<file path="src/rtl/pwm_bank_pkg.sv">
package pwm_bank_pkg;
    localparam int CNT_W     = 13;
    localparam int DIV_W     = 3;
    localparam int KEEP_BIT  = 15;
    localparam int CH_BASE   = 'h010;
    localparam int CH_STRIDE = 'h040;
    localparam int OFS_CTRL  = 'h000;
    localparam int OFS_PER   = 'h02C;
    localparam int OFS_DTY   = 'h030;

    typedef enum logic [1:0] {
        CH_OFF  = 2'd0,
        CH_HIGH = 2'd1,
        CH_LOW  = 2'd2
    } ch_state_e;
endpackage

</file>
<file path="src/rtl/pwm_bank_regs.sv">
module pwm_bank_regs
    import pwm_bank_pkg::*;
#(
    parameter int NUM_CH = 4,
    parameter int ADDR_W = 12,
    parameter int DATA_W = 32
) (
    input  logic                           clk,
    input  logic                           rst_n,
    input  logic [ADDR_W-1:0]              addr,
    input  logic                           wr_en,
    input  logic [DATA_W-1:0]              wdata,
    output logic [DATA_W-1:0]              rdata,
    output logic [NUM_CH-1:0]              chan_en,
    output logic [NUM_CH-1:0][DIV_W-1:0]   cfg_div,
    output logic [NUM_CH-1:0][CNT_W-1:0]   cfg_per,
    output logic [NUM_CH-1:0][CNT_W-1:0]   cfg_dty
);
    localparam logic [ADDR_W-1:0] GLB_ADDR = '0;

    function automatic logic [ADDR_W-1:0] blk_addr(input int ch, input int ofs);
        return ADDR_W'(CH_BASE + ch * CH_STRIDE + ofs);
    endfunction

    logic [NUM_CH-1:0] en_q;
    logic [NUM_CH-1:0] keep_v;
    logic [DATA_W-1:0] rd_d;
    logic [DATA_W-1:0] rd_q;

    // shared enable register
    always_ff @(posedge clk) begin
        if (!rst_n) begin
            en_q <= '0;
        end else if (wr_en && addr == GLB_ADDR) begin
            en_q <= wdata[NUM_CH-1:0];
        end
    end

    // per-channel setting registers
    genvar g;
    generate
        for (g = 0; g < NUM_CH; g++) begin : g_chreg
            logic             keep_q;
            logic [DIV_W-1:0] div_q;
            logic [CNT_W-1:0] per_q;
            logic [CNT_W-1:0] dty_q;

            always_ff @(posedge clk) begin
                if (!rst_n) begin
                    keep_q <= 1'b0;
                    div_q  <= '0;
                    per_q  <= '0;
                    dty_q  <= '0;
                end else if (wr_en) begin
                    if (addr == blk_addr(g, OFS_CTRL)) begin
                        keep_q <= wdata[KEEP_BIT];
                        div_q  <= wdata[DIV_W-1:0];
                    end
                    if (addr == blk_addr(g, OFS_PER)) begin
                        per_q <= wdata[CNT_W-1:0];
                    end
                    if (addr == blk_addr(g, OFS_DTY)) begin
                        dty_q <= wdata[CNT_W-1:0];
                    end
                end
            end

            assign keep_v[g]  = keep_q;
            assign cfg_div[g] = div_q;
            assign cfg_per[g] = per_q;
            assign cfg_dty[g] = dty_q;
        end
    endgenerate

    // read multiplexer
    always_comb begin
        rd_d = '0;
        if (addr == GLB_ADDR) begin
            rd_d[NUM_CH-1:0] = en_q;
        end
        for (int c = 0; c < NUM_CH; c++) begin
            if (addr == blk_addr(c, OFS_CTRL)) begin
                rd_d[KEEP_BIT]    = keep_v[c];
                rd_d[DIV_W-1:0]   = cfg_div[c];
            end
            if (addr == blk_addr(c, OFS_PER)) begin
                rd_d[CNT_W-1:0] = cfg_per[c];
            end
            if (addr == blk_addr(c, OFS_DTY)) begin
                rd_d[CNT_W-1:0] = cfg_dty[c];
            end
        end
    end

    always_ff @(posedge clk) begin
        if (!rst_n) begin
            rd_q <= '0;
        end else begin
            rd_q <= rd_d;
        end
    end

    assign rdata   = rd_q;
    assign chan_en = en_q;
endmodule

</file>
<file path="src/rtl/pwm_bank_chan.sv">
module pwm_bank_chan
    import pwm_bank_pkg::*;
(
    input  logic             clk,
    input  logic             rst_n,
    input  logic             en,
    input  logic [DIV_W-1:0] cfg_div,
    input  logic [CNT_W-1:0] cfg_per,
    input  logic [CNT_W-1:0] cfg_dty,
    output logic             pwm
);
    localparam int PRE_W = (1 << DIV_W) - 1;
    localparam logic [PRE_W-1:0] PRE_ONE = PRE_W'(1);

    ch_state_e        state_q, state_d;
    logic [PRE_W-1:0] pre_q, pre_d;
    logic [CNT_W-1:0] cnt_q, cnt_d;
    logic [DIV_W-1:0] div_sh_q, div_sh_d;
    logic [CNT_W-1:0] per_sh_q, per_sh_d;
    logic [CNT_W-1:0] dty_sh_q, dty_sh_d;
    logic [PRE_W-1:0] pre_lim;
    logic [CNT_W-1:0] cnt_inc;
    logic             tick;
    logic             pwm_q;

    assign pre_lim = (PRE_ONE << div_sh_q) - PRE_ONE;
    assign tick    = (pre_q == pre_lim);
    assign cnt_inc = cnt_q + CNT_W'(1);

    // next state and datapath
    always_comb begin
        state_d  = state_q;
        pre_d    = pre_q;
        cnt_d    = cnt_q;
        div_sh_d = div_sh_q;
        per_sh_d = per_sh_q;
        dty_sh_d = dty_sh_q;
        unique case (state_q)
            CH_OFF: begin
                pre_d    = '0;
                cnt_d    = '0;
                div_sh_d = cfg_div;
                per_sh_d = cfg_per;
                dty_sh_d = cfg_dty;
                if (en) begin
                    state_d = CH_HIGH;   // start
                end
            end
            CH_HIGH, CH_LOW: begin
                if (!en) begin
                    state_d = CH_OFF;    // stop
                    pre_d   = '0;
                    cnt_d   = '0;
                end else if (tick) begin
                    pre_d = '0;
                    if (cnt_q == per_sh_q) begin
                        state_d  = CH_HIGH;   // wrap
                        cnt_d    = '0;
                        div_sh_d = cfg_div;
                        per_sh_d = cfg_per;
                        dty_sh_d = cfg_dty;
                    end else begin
                        cnt_d   = cnt_inc;
                        state_d = (cnt_inc <= dty_sh_q) ? CH_HIGH : CH_LOW;  // duty end
                    end
                end else begin
                    pre_d = pre_q + PRE_ONE;
                end
            end
            default: begin
                state_d = CH_OFF;
                pre_d   = '0;
                cnt_d   = '0;
            end
        endcase
    end

    // state register
    always_ff @(posedge clk) begin
        if (!rst_n) begin
            state_q  <= CH_OFF;
            pre_q    <= '0;
            cnt_q    <= '0;
            div_sh_q <= '0;
            per_sh_q <= '0;
            dty_sh_q <= '0;
        end else begin
            state_q  <= state_d;
            pre_q    <= pre_d;
            cnt_q    <= cnt_d;
            div_sh_q <= div_sh_d;
            per_sh_q <= per_sh_d;
            dty_sh_q <= dty_sh_d;
        end
    end

    // output register
    always_ff @(posedge clk) begin
        if (!rst_n) begin
            pwm_q <= 1'b0;
        end else begin
            pwm_q <= (state_d == CH_HIGH);
        end
    end

    assign pwm = pwm_q;
endmodule

</file>
<file path="src/rtl/pwm_bank.sv">
module pwm_bank
    import pwm_bank_pkg::*;
#(
    parameter int NUM_CH = 4,
    parameter int ADDR_W = 12,
    parameter int DATA_W = 32
) (
    input  logic              clk,
    input  logic              rst_n,
    input  logic [ADDR_W-1:0] addr,
    input  logic              wr_en,
    input  logic [DATA_W-1:0] wdata,
    output logic [DATA_W-1:0] rdata,
    output logic [NUM_CH-1:0] pwm_o
);
    logic [NUM_CH-1:0]            chan_en;
    logic [NUM_CH-1:0][DIV_W-1:0] cfg_div;
    logic [NUM_CH-1:0][CNT_W-1:0] cfg_per;
    logic [NUM_CH-1:0][CNT_W-1:0] cfg_dty;

    pwm_bank_regs #(
        .NUM_CH (NUM_CH),
        .ADDR_W (ADDR_W),
        .DATA_W (DATA_W)
    ) regs_i (
        .clk     (clk),
        .rst_n   (rst_n),
        .addr    (addr),
        .wr_en   (wr_en),
        .wdata   (wdata),
        .rdata   (rdata),
        .chan_en (chan_en),
        .cfg_div (cfg_div),
        .cfg_per (cfg_per),
        .cfg_dty (cfg_dty)
    );

    genvar g;
    generate
        for (g = 0; g < NUM_CH; g++) begin : g_chan
            pwm_bank_chan chan_i (
                .clk     (clk),
                .rst_n   (rst_n),
                .en      (chan_en[g]),
                .cfg_div (cfg_div[g]),
                .cfg_per (cfg_per[g]),
                .cfg_dty (cfg_dty[g]),
                .pwm     (pwm_o[g])
            );
        end
    endgenerate
endmodule

</file>
<file path="config.mk">
export PLATFORM = sky130hd
export DESIGN_NAME = pwm_bank
export DESIGN_NICKNAME = d
export VERILOG_FILES = /design/src/rtl/pwm_bank_pkg.sv /design/src/rtl/pwm_bank_regs.sv /design/src/rtl/pwm_bank_chan.sv /design/src/rtl/pwm_bank.sv
export SDC_FILE = /design/constraint.sdc
export NUM_CORES = 1
export LEC_CHECK = 0
export BUFFER_PORTS_ARGS = -buffer_cell sky130_fd_sc_hd__buf_2
export CAP_MARGIN = 20
export CELL_PAD_IN_SITES_DETAIL_PLACEMENT = 0
export CELL_PAD_IN_SITES_GLOBAL_PLACEMENT = 2
export CORE_ASPECT_RATIO = 1.1
export CORE_MARGIN = 2
export CORE_UTILIZATION = 34
export DETAILED_ROUTE_END_ITERATION = 10
export HOLD_SLACK_MARGIN = 0.02
export PLACE_DENSITY_LB_ADDON = 0.1
export RECOVER_POWER = 25
export SYNTH_ARGS = -nofsm -noshare
export SYNTH_HDL_FRONTEND = slang
export SYNTH_HIERARCHICAL = 1
export SYNTH_SLANG_ARGS = --single-unit
</file>
<file path="constraint.sdc">
create_clock -name clk -period 3.1 [get_ports clk]
set_input_delay 0.155 -clock clk [delete_from_list [all_inputs] [get_ports clk]]
set_output_delay 0.155 -clock clk [all_outputs]
set_load 0.05 [all_outputs]
</file>
# ---- Word level (Yosys, flattened, before mapping)
# Cells that the tools add are included.
dict set report op_classes {
  addsub 12
  n_lt_le_gt_ge 4
  eq_ne 44
  shifts 4
  n_mux 93
  bitwise 9
  n_reduce_logical 38
}
# op n
set ops {}
lappend ops {{$mux W13} 36}
lappend ops {{$pmux W13 S2} 8}
lappend ops {{$eq A12 B8 Y1 const B} 6}
lappend ops {{$add A13 B1 Y13 const B} 4}
lappend ops {{$eq A13 B13 Y1} 4}
lappend ops {{$le A13 B13 Y1} 4}
lappend ops {{$mux W3} 16}
lappend ops {{$mux W2} 20}
lappend ops {{$eq A12 B7 Y1 const B} 3}
lappend ops {{$add A7 B1 Y7 const B} 4}
lappend ops {{$eq A7 B7 Y1} 4}
lappend ops {{$shl A1 B3 Y7 const A} 4}
lappend ops {{$sub A7 B1 Y7 const B} 4}
lappend ops {{$pmux W3 S2} 4}
lappend ops {{$reduce_and A2 Y1} 12}
lappend ops {{$eq A2 B1 Y1 const B} 8}
lappend ops {{$ne A2 B1 Y1 const B} 8}
lappend ops {{$pmux W2 S2} 4}
lappend ops {{$reduce_and A4 Y1} 4}
lappend ops {{$reduce_or A4 Y1} 4}
lappend ops {{$eq A12 B5 Y1 const B} 1}
lappend ops {{$eq A12 B6 Y1 const B} 1}
lappend ops {{$eq A12 B9 Y1 const B} 1}
lappend ops {{$logic_not A12 Y1} 1}
lappend ops {{other kinds (10)} 39}
dict set report totals {
  ff_bits 364
  in_bits 47
  wordCells 251
}

# ---- Depth between registers and ports, before layout
# Gate-level depths: netlist of run 1.
dict set report logic_depth {
  depth_word 14
  mapped_depth 14
}

# ---- Hierarchy
# Netlist of run 1, hierarchy kept.
# module n_inst cells_per_inst area_per_inst_um2 seq_area_each_um2
set by_module_without_submodules {}
lappend by_module_without_submodules {{pwm_bank_chan (g_chan[0].chan_i ...)} 2 372 3241.9 1041.0}
lappend by_module_without_submodules {pwm_bank_regs 1 818 6213.5 2762.6}
lappend by_module_without_submodules {{pwm_bank_chan (g_chan[3].chan_i)} 1 375 3125.5 1041.0}
lappend by_module_without_submodules {{pwm_bank_chan (g_chan[1].chan_i)} 1 342 2927.8 1041.0}

# ---- Least setup slack after synthesis of run 1
# OpenSTA, ideal clock, no wires.
dict set report synth_path {
  path_type {reg2reg}
  from {register g_chan[3].chan_i.cnt_q[0]}
  to {register g_chan[3].chan_i.state_q[1]}
  arrival_time_ns 2.892
  t_required_ns 2.983
  path_slack_ns 0.090
  stages_incl_launch_ff 15
  path_buffers 1
  path_cell_list {dfxtp_1 ha_1 and3_1 and3_1 and3_1 clkbuf_1 nand3_1 xnor2_1 ha_1 and4_1 nand3_1 a21oi_1 a2111oi_0 nor4_2 a32o_1}
}
dict set report synth_between {
  elab_chain_cells 7
}
# element line_no
set synth_lines {}
lappend synth_lines {{start, declared} pwm_bank_chan.sv:17} ;# logic [CNT_W-1:0] cnt_q, cnt_d;
lappend synth_lines {{start signal, assigned} pwm_bank_chan.sv:90} ;# cnt_q <= cnt_d;
lappend synth_lines {{$add A13 B1 Y13} pwm_bank_chan.sv:28} ;# assign cnt_inc = cnt_q + CNT_W'(1);
lappend synth_lines {{$le A13 B13 Y1} pwm_bank_chan.sv:64} ;# state_d = (cnt_inc <= dty_sh_q) ? CH_HIGH : CH_LOW;
lappend synth_lines {{$mux W2} pwm_bank_chan.sv:64}
lappend synth_lines {{$mux W2 *} pwm_bank_chan.sv:56} ;# if (cnt_q == per_sh_q) begin
lappend synth_lines {{$mux W2 *} pwm_bank_chan.sv:54} ;# end else if (tick) begin
lappend synth_lines {{$mux W2 *} pwm_bank_chan.sv:50} ;# if (!en) begin
lappend synth_lines {{$pmux W2 S2 *} pwm_bank_chan.sv:38} ;# unique case (state_q)
lappend synth_lines {{end signal, assigned} pwm_bank_chan.sv:88} ;# state_q <= state_d;
lappend synth_lines {{end, declared} pwm_bank_chan.sv:15} ;# ch_state_e state_q, state_d;
# Every way passes the cells marked *; elsewhere a longest branch is shown, timed or not.
# A chain may end at the register's enable or synchronous reset.

# ---- Final worst setup path of run 1
dict set report layout_path {
  from {input port addr[10]}
  to {register regs_i.g_chreg[0].dty_q[8]}
}
dict set report layout_between {
  elab_chain_cells 2
}
# element line_no
set layout_lines {}
lappend layout_lines {{start, declared} pwm_bank.sv:10} ;# input logic [ADDR_W-1:0] addr,
lappend layout_lines {{$eq A12 B7 Y1} pwm_bank_regs.sv:62} ;# if (addr == blk_addr(g, OFS_DTY)) begin
lappend layout_lines {{$reduce_and A2 Y1 (no source line)} --}
lappend layout_lines {{end signal, assigned} pwm_bank_regs.sv:63} ;# dty_q <= wdata[CNT_W-1:0];
lappend layout_lines {{end, declared} pwm_bank_regs.sv:46} ;# logic [CNT_W-1:0] dty_q;
# Every way passes these cells.

==> results.json, run 1 <==
{
  "status": "completed",
  "utilization_pct": 39.34,
  "h-tree-depth": 2,
  "wl_mm": 57.89,
  "clk_pin_slew_ns": 0.06,
  "layout_common_cells": "539 x nand2_1, 345 x dfxtp_1, 176 x a21oi_1",
  "hold_class": "primary input to flop",
  "fin_tns_setup_ns": 0,
  "die_area_um2": 57050,
  "end_kind": "flop",
  "detail-route-antenna-nets": 0,
  "crit_path_start_kind": "primary input",
  "first_iter_violations": 1014,
  "finalWeightedCongestion": 0.8605,
  "syn-cell-area_um2": 18750,
  "grt_overflow": 0,
  "required_ns": 3.59,
  "setup_slack_ns": 0.05259,
  "ys_ff_latch": 346,
  "avgSynthCellArea_um2": 8.228,
  "crit_family": "simple AND/OR/NAND/NOR gates",
  "portBuffers": 46,
  "ys_types": 93,
  "max-slew-margin-rel_pct": 10.64,
  "drc": 0,
  "synthCells": 2279,
  "grt_pass1_vias": 15200,
  "grt_pass1_wl_mm": 90.27,
  "fmax_mhz": 328.1,
  "async_flop_share_pct": 0,
  "grt_max_degree": 84,
  "antenna_found_initial": 1,
  "slew_violations": 0,
  "nets": 2453,
  "maxCapViolCount": 0,
  "ys.flop_type": "dfxtp_1",
  "cp_slowest_stage_delay_ns": 1.13,
  "area_growth_pct": 14.83,
  "die_width_um": 227.9,
  "boundaryPins": 83,
  "cts_sinks": 346,
  "power_leakage_uw": 0.007537,
  "worst_pin_slew_ns": 1.337,
  "criticalPathCategory": "primary input to flop",
  "slowest_stage": "nor3b_1",
  "via_count": 15850,
  "row_count": 90,
  "final_common_cell": "nand2_1",
  "cts.path.max_buffers": 3,
  "die_h_um": 250.3,
  "finalHoldViolCount": 0,
  "dp_slack_ns": -0.1223,
  "n_fill_cell": 5633,
  "powerDensity_nw_per_um2": 461.6,
  "cts_tree": "done",
  "crit_path_frequent_cell": "nand2_1",
  "setup_viol": 0,
  "wl_per_cell_um": 18.66,
  "synth_edf_count": 0,
  "finClkSkew_ns": 0.02837,
  "numCtsBuffers": 42,
  "fp.coreArea_um2": 54730,
  "n_antenna_cell": 0,
  "crit_chain": "buf_2 > nor4_1 > clkbuf_1 > nor3b_1 > nand2_1 > nor2_1 > buf_4 > nand2_1 > a21oi_1",
  "avgViaCountPerCell": 5.111,
  "irDropWorstVdd_mv": 0.3333,
  "ys_warn_count": 6,
  "period_share_pct": 98.30,
  "cts_root_buf": "clkbuf_16",
  "dr.pass1.iters": 5,
  "start_util_pct": 34.26,
  "synth_seq_area_share_pct": 36.94,
  "drive_gt1_share_pct": 11.88,
  "crit_fanout": 13,
  "track_usage_pct": 19.96,
  "critical_path_arrival_ns": 3.54,
  "hold_ws_ns": 0.05534,
  "period_minus_slack_ns": 3.047,
  "critPathBufInv": 3,
  "clk_latency_ns": 0.58,
  "place_hpwl_mm": 41.81
}
## registers in the layout, indices dropped and copies added (netlist names), 8 cells and up
signal / count
g_chan.chan_i/per_sh_q: 52
g_chan.chan_i/div_sh_q: 12
g_chan.chan_i/state_q: 8
regs_i/g_chreg.div_q: 12
g_chan.chan_i/pre_q: 28
g_chan.chan_i/cnt_q: 52
regs_i/rdata: 14
g_chan.chan_i/dty_sh_q: 52
regs_i/g_chreg.per_q: 52
regs_i/g_chreg.dty_q: 52
## tightest hold or removal path, cell delays in order
cell and delay [ns]:
buf_2 0.24, nand2_1 0.11, a21oi_1 0.06
## through the flow
step / instances / cell area, um^2 / power [uW]
finish: 3102 / 21530 / 9940
global route: 3102 / 21530 / 10300
CTS: 3101 / 21510 / 10110
detailed placement: 3010 / 19900 / 4840
global placement: 3010 / 19900 / 4839
floorplan: 2296 / 18810 / 4750
## metal layers
layer  global-route usage (%)  part of all wire [%]  wire length, um  up-vias
met5                        0                     0                0        -
met4                    7.115                   3.3             1921        0
met3                    2.493                   3.0             1760       98
met2                    33.17                    47            27150      267
met1                    26.61                    47            27060     7582
li1                         -                     -                -     7906
## cell families after synthesis
family          count (synthesis)  share of synthesized area, %
compound gates                395                         14.07
other cells                     1                       0.02000
mux                           142                         7.594
xor+xnor                      131                         6.199
flops                         346                         36.94
buf+inv                       262                         6.940
fa+ha+maj                      72                         4.804
simple gates                  930                         23.43
## layout make-up
| class | instances | area [um^2] | share of cell area (%) |
|---|---|---|---|
| multi-input combinational | 1688 | 10680 | 49.61 |
| sequential | 346 | 6928 | 32.18 |
| clock buffer | 57 | 1239 | 5.753 |
| timing repair buffer | 171 | 1222 | 5.677 |
| tap | 736 | 920.9 | 4.277 |
| inverter | 85 | 321.6 | 1.493 |
| clock inverter | 19 | 219.0 | 1.017 |
## cells in the mapped netlist, types with 11 or more instances
cell,count,share of area [%]
ha_1,72,4.8
nor3_1,11,0.29
and2_1,12,0.40
nor2b_1,18,0.60
dfxtp_1,346,37
and3_1,31,1.0
nand3_1,72,1.9
xor2_1,66,3.1
mux2i_1,140,7.5
nand2b_1,22,0.73
buf_6,11,0.66
buf_2,31,0.83
nand2_1,539,11
o22ai_1,26,0.87
and4_1,15,0.70
xnor2_1,63,2.9
inv_1,84,1.7
nor2_1,108,2.2
a22o_1,15,0.70
nand4_1,25,0.83
clkbuf_1,88,1.8
a31oi_1,12,0.40
a21oi_1,179,4.8
o21ai_0,33,0.88
a22oi_1,14,0.56
buf_4,43,1.7
## worst paths after layout
check,to,from,slack (ns),cells after the start
setup reg to reg,g_chan[2].chan_i/state_q[0]$_SDFF_PN0_,g_chan[2].chan_i/cnt_q[0]$_SDFFE_PN0N_,0.19,12
hold reg to reg,g_chan[0].chan_i/dty_sh_q[3]$_SDFFE_PN0P_,g_chan[0].chan_i/dty_sh_q[3]$_SDFFE_PN0P_,0.46,2
setup / recovery,regs_i/g_chreg[0].dty_q[8]$_SDFFE_PN0P_,addr[10],0.05,9
hold / removal,regs_i/g_chreg[0].per_q[1]$_SDFFE_PN0P_,wdata[1],0.06,3
## where the power goes
part	internal (uW)	leakage, uW	switching [uW]
sequential	4450	0.00279	0.284
combinational	56.6	0.00404	248
clock	3140	0.000710	2050
## repair_timing
| action | in CTS | in global routing |
|---|---|---|
| endpoints found under the hold margin | 85 | 0 |
| gates resized for setup | 2 | 21 |
| endpoints found under the setup margin | 4 | 22 |
| buffers inserted | 0 | 1 |
| hold buffers | 15 | 0 |
| pin swaps | 0 | 7 |
Power figures use the tool's default switching activity.
==> inputs of run 2 (changes only) <==
- SETUP_SLACK_MARGIN: not set -> 0.2
==> results.json, run 2 (synthesized netlist as in run 1, its figures left out) <==
{
  "required_ns": 3.60,
  "place_hpwl_mm": 41.46,
  "power_leakage_uw": 0.007603,
  "die_width_um": 227.9,
  "fin_tns_setup_ns": 0,
  "track_usage_pct": 19.76,
  "crit_path_start_kind": "flop",
  "critical_path_arrival_ns": 3.38,
  "cts_sinks": 346,
  "finalHoldViolCount": 0,
  "grt_max_degree": 67,
  "utilization_pct": 39.83,
  "drive_gt1_share_pct": 13.31,
  "fmax_mhz": 347.6,
  "die_h_um": 250.3,
  "h-tree-depth": 2,
  "first_iter_violations": 989,
  "antenna_found_initial": 0,
  "dp_slack_ns": 0.05232,
  "fp.coreArea_um2": 54730,
  "critPathBufInv": 0,
  "cp_slowest_stage_delay_ns": 0.43,
  "rrSetupSlack_ns": 0.22,
  "n_fill_cell": 5673,
  "area_growth_pct": 16.24,
  "slew_violations": 0,
  "layout_common_cells": "539 x nand2_1, 332 x dfxtp_1, 175 x a21oi_1",
  "fin_cells": 3096,
  "crit_fanout": 3,
  "period_minus_slack_ns": 2.877,
  "period_share_pct": 92.80,
  "boundaryPins": 83,
  "slowest_stage": "or3b_4",
  "hold_ws_ns": 0.04975,
  "drc": 0,
  "finalWeightedCongestion": 0.8776,
  "finClkSkew_ns": 0.01024,
  "setup_viol": 0,
  "avgViaCountPerCell": 5.059,
  "die_area_um2": 57050,
  "row_count": 90,
  "irDropWorstVdd_mv": 0.3138,
  "numCtsBuffers": 42,
  "wl_mm": 57.49,
  "crit_family": "simple AND/OR/NAND/NOR gates",
  "n_antenna_cell": 0,
  "cts_tree": "done",
  "maxCapViolCount": 0,
  "status": "completed",
  "dr.pass1.iters": 5,
  "detail-route-antenna-nets": 0,
  "max-slew-margin-rel_pct": 37.43,
  "rsz0062_at_grt": "yes",
  "hold_class": "primary input to flop",
  "powerDensity_nw_per_um2": 460.9,
  "setup_slack_ns": 0.2232,
  "cts.path.max_buffers": 3,
  "dp.cells": 2994,
  "wl_per_cell_um": 18.57,
  "crit_chain": "ha_4 > and4_4 > and3_4 > nand3_4 > xnor2_2 > ha_1 > nand4_1 > or3b_4 > a21oi_4 > a2111oi_4 > nor4b_4 > a32o_1",
  "grt_overflow": 0,
  "cts_root_buf": "clkbuf_16",
  "final_common_cell": "nand2_1",
  "end_kind": "flop",
  "criticalPathCategory": "flop to flop",
  "worst_pin_slew_ns": 0.9365,
  "nets": 2445,
  "clk_pin_slew_ns": 0.06,
  "portBuffers": 46,
  "via_count": 15660,
  "clk_latency_ns": 0.56,
  "start_util_pct": 34.26,
  "grt_pass1_vias": 15240,
  "grt_pass1_wl_mm": 89.95
}
-- run 2: path summary, 6_finish.rpt --
path	from	end	cells past startpoint
worst max-delay path	g_chan[0].chan_i/cnt_q[1]$_SDFFE_PN0N_	g_chan[0].chan_i/state_q[1]$_SDFF_PN0_	12
worst min-delay path	wdata[1]	regs_i/g_chreg[0].per_q[1]$_SDFFE_PN0P_	3
worst max register to register	g_chan[0].chan_i/cnt_q[1]$_SDFFE_PN0N_	g_chan[0].chan_i/state_q[1]$_SDFF_PN0_	12
worst min register to register	g_chan[3].chan_i/dty_sh_q[5]$_SDFFE_PN0P_	g_chan[3].chan_i/dty_sh_q[5]$_SDFFE_PN0P_	2
-- run 2: worst min-delay path, delay by kind of cell --
kind                   cells  cell delay, ns
AO/OA/AOI/OAI              1            0.06
buffers and inverters      1            0.24
AND/OR/NAND/NOR            1            0.11
-- run 2: cell type report --
cell class | instances | area (um^2) | share of cell area, %
Clock buffer | 64 | 1328 | 6.091
Clock inverter | 14 | 182.7 | 0.8381
Inverter | 85 | 321.6 | 1.475
Multi-Input combinational cell | 1688 | 10930 | 50.13
Sequential cell | 346 | 6949 | 31.88
Tap cell | 736 | 920.9 | 4.225
Timing Repair Buffer | 163 | 1167 | 5.356
-- run 2: power breakdown --
part | internal, uW | leakage, uW | switching [uW]
clock network | 3290 | 0.000744 | 2010
registers | 4440 | 0.00279 | 0.286
logic | 55.1 | 0.00407 | 247
-- run 2: what timing repair did --
item                                    4_1_cts  5_1_grt
gates cloned                                  0        0
buffers inserted                              2        9
resized for setup                            18       59
pin swaps                                     9       27
hold buffers                                 13        0
endpoints found under the hold margin        77        0
endpoints found under the setup margin        9      101
-- run 2: per-stage QoR --
step / power (uW) / instance area [um^2]
after floorplan: 4750 / 18840
after global placement: 4840 / 19810
after detailed placement: 4840 / 19810
after CTS: 10220 / 21530
after global routing: 10390 / 21800
final: 10050 / 21800
-- run 2: per-layer routing --
| metal | global-route usage (%) | routed length [um] |
|---|---|---|
| met4 | 6.443 | 1623 |
| met5 | 0 | 0 |
| met1 | 26.26 | 26940 |
| met2 | 33.19 | 27180 |
| met3 | 2.516 | 1746 |
==> inputs of run 3 (changes only) <==
- CORE_MARGIN: 2 -> 8
==> results.json, run 3 (synthesized netlist as in run 1, its figures left out) <==
{
  "status": "completed",
  "hold_class": "primary input to flop",
  "via_count": 15800,
  "n_fill_cell": 5710,
  "setup_viol": 0,
  "finalWeightedCongestion": 0.8484,
  "power_leakage_uw": 0.007666,
  "track_usage_pct": 18.00,
  "cts_root_buf": "clkbuf_16",
  "hold_ws_ns": 0.06963,
  "wl_per_cell_um": 18.80,
  "crit_path_start_kind": "flop",
  "grt_overflow": 0,
  "required_ns": 3.54,
  "h-tree-depth": 2,
  "cts.path.max_buffers": 3,
  "max-slew-margin-rel_pct": 35.61,
  "clk_latency_ns": 0.56,
  "cts_tree": "done",
  "fin_cells": 3101,
  "row_count": 90,
  "layout_common_cells": "537 x nand2_1, 331 x dfxtp_1, 174 x a21oi_1",
  "finClkSkew_ns": 0.008504,
  "criticalPathCategory": "flop to flop",
  "end_kind": "flop",
  "worst_pin_slew_ns": 0.9579,
  "period_share_pct": 92.82,
  "place_hpwl_mm": 41.83,
  "period_minus_slack_ns": 2.877,
  "grt_pass1_wl_mm": 90.74,
  "fmax_mhz": 347.5,
  "antenna_found_initial": 1,
  "rsz0062_at_grt": "yes",
  "wl_mm": 58.31,
  "detail-route-antenna-nets": 0,
  "boundaryPins": 83,
  "first_iter_violations": 1050,
  "maxCapViolCount": 0,
  "portBuffers": 46,
  "area_growth_pct": 16.96,
  "dp.cells": 3003,
  "die_area_um2": 62930,
  "n_antenna_cell": 0,
  "grt_pass1_vias": 15270,
  "grt_max_degree": 67,
  "p_total_uw": 10120,
  "die_width_um": 239.9,
  "start_util_pct": 34.26,
  "finalHoldViolCount": 0,
  "cts_sinks": 346,
  "avgViaCountPerCell": 5.096,
  "critical_path_arrival_ns": 3.32,
  "final_common_cell": "nand2_1",
  "multi_input_area_um2": 10990,
  "irDropWorstVdd_mv": 0.3311,
  "crit_fanout": 3,
  "numCtsBuffers": 44,
  "drc": 0,
  "clk_pin_slew_ns": 0.06,
  "powerDensity_nw_per_um2": 461.4,
  "die_h_um": 262.3,
  "ff_latch_area_um2": 6958,
  "dr.pass1.iters": 5,
  "utilization_pct": 40.07,
  "fp.coreArea_um2": 54730,
  "drive_gt1_share_pct": 13.83,
  "nets": 2455,
  "slew_violations": 0
}
run 3: cell types whose count changed in the layout (fill, tap and decap cells not counted), sizes merged:
cell / previous run / this run
bufinv: 4 / 6
clkbuf: 91 / 94
clkinvlp: 2 / 0
clkinv: 8 / 2
buf: 123 / 132
dlygate4sd3: 13 / 12
run 3: worst paths after layout:
| path | depth (start not counted) | startpoint | endpoint | slack (ns) |
|---|---|---|---|---|
| max | 13 | g_chan[0].chan_i/cnt_q[0]$_SDFFE_PN0N_ | g_chan[0].chan_i/pwm$_SDFF_PN0_ | 0.22 |
| min | 3 | wdata[0] | regs_i/g_chreg[0].dty_q[0]$_SDFFE_PN0P_ | 0.07 |
| max reg2reg | 13 | g_chan[0].chan_i/cnt_q[0]$_SDFFE_PN0N_ | g_chan[0].chan_i/pwm$_SDFF_PN0_ | 0.22 |
| min reg2reg | 2 | g_chan[0].chan_i/dty_sh_q[10]$_SDFFE_PN0P_ | g_chan[0].chan_i/dty_sh_q[10]$_SDFFE_PN0P_ | 0.46 |
run 3: metal layers:
metal / part of all wire, % / routed length, um / vias to the layer above / GRT usage, %
met4: 3.1 / 1782 / 0 / 5.823
li1: - / - / 7904 / -
met3: 3.5 / 2065 / 92 / 2.538
met1: 46 / 26870 / 7520 / 23.77
met2: 47 / 27590 / 286 / 29.91
met5: 0 / 0 / - / 0
run 3: area by class of cell:
| cell class | instances | share of cell area (%) |
|---|---|---|
| clock buffer | 67 | 6.014 |
| clock inverter | 8 | 0.8672 |
| tap | 736 | 4.199 |
| sequential | 346 | 31.73 |
| inverter | 85 | 1.466 |
| multi-input combinational | 1688 | 50.09 |
| timing repair buffer | 171 | 5.631 |
run 3: where the power goes:
group / internal (uW) / switching [uW] / total, uW
clock: 3400 / 1970 / 5370
sequential: 4440 / 0.281 / 4440
combinational: 54.4 / 248 / 302
run 3: critical path: stages (launching register included):
cell,delay (ns)
dfxtp_2,0.35
ha_4,0.14
and4_4,0.22
and3_4,0.21
nand3_4,0.08
xnor2_2,0.16
ha_1,0.30
nand4_1,0.10
or3b_4,0.40
a21oi_2,0.11
a2111oi_1,0.06
buf_4,0.14
nor4b_4,0.36
o31ai_1,0.12
run 3: metrics by stage:
stage                     worst slack, ns  TNS [ns]  area (um^2)
after floorplan                    0.1999         0        18840
after global placement            0.04840         0        19880
after detailed placement         -0.01693  -0.02085        19880
after CTS                          0.1935         0        21610
after global routing              0.04903         0        21930
final                              0.2225         0        21930
run 3: what timing repair did:
action                     4_1_cts  5_1_grt
pin swaps                       17       33
hold endpoints to repair        79        0
hold buffers                    12        0
gates resized for setup         23       68
setup endpoints to repair       10       65
buffers inserted                 4        7
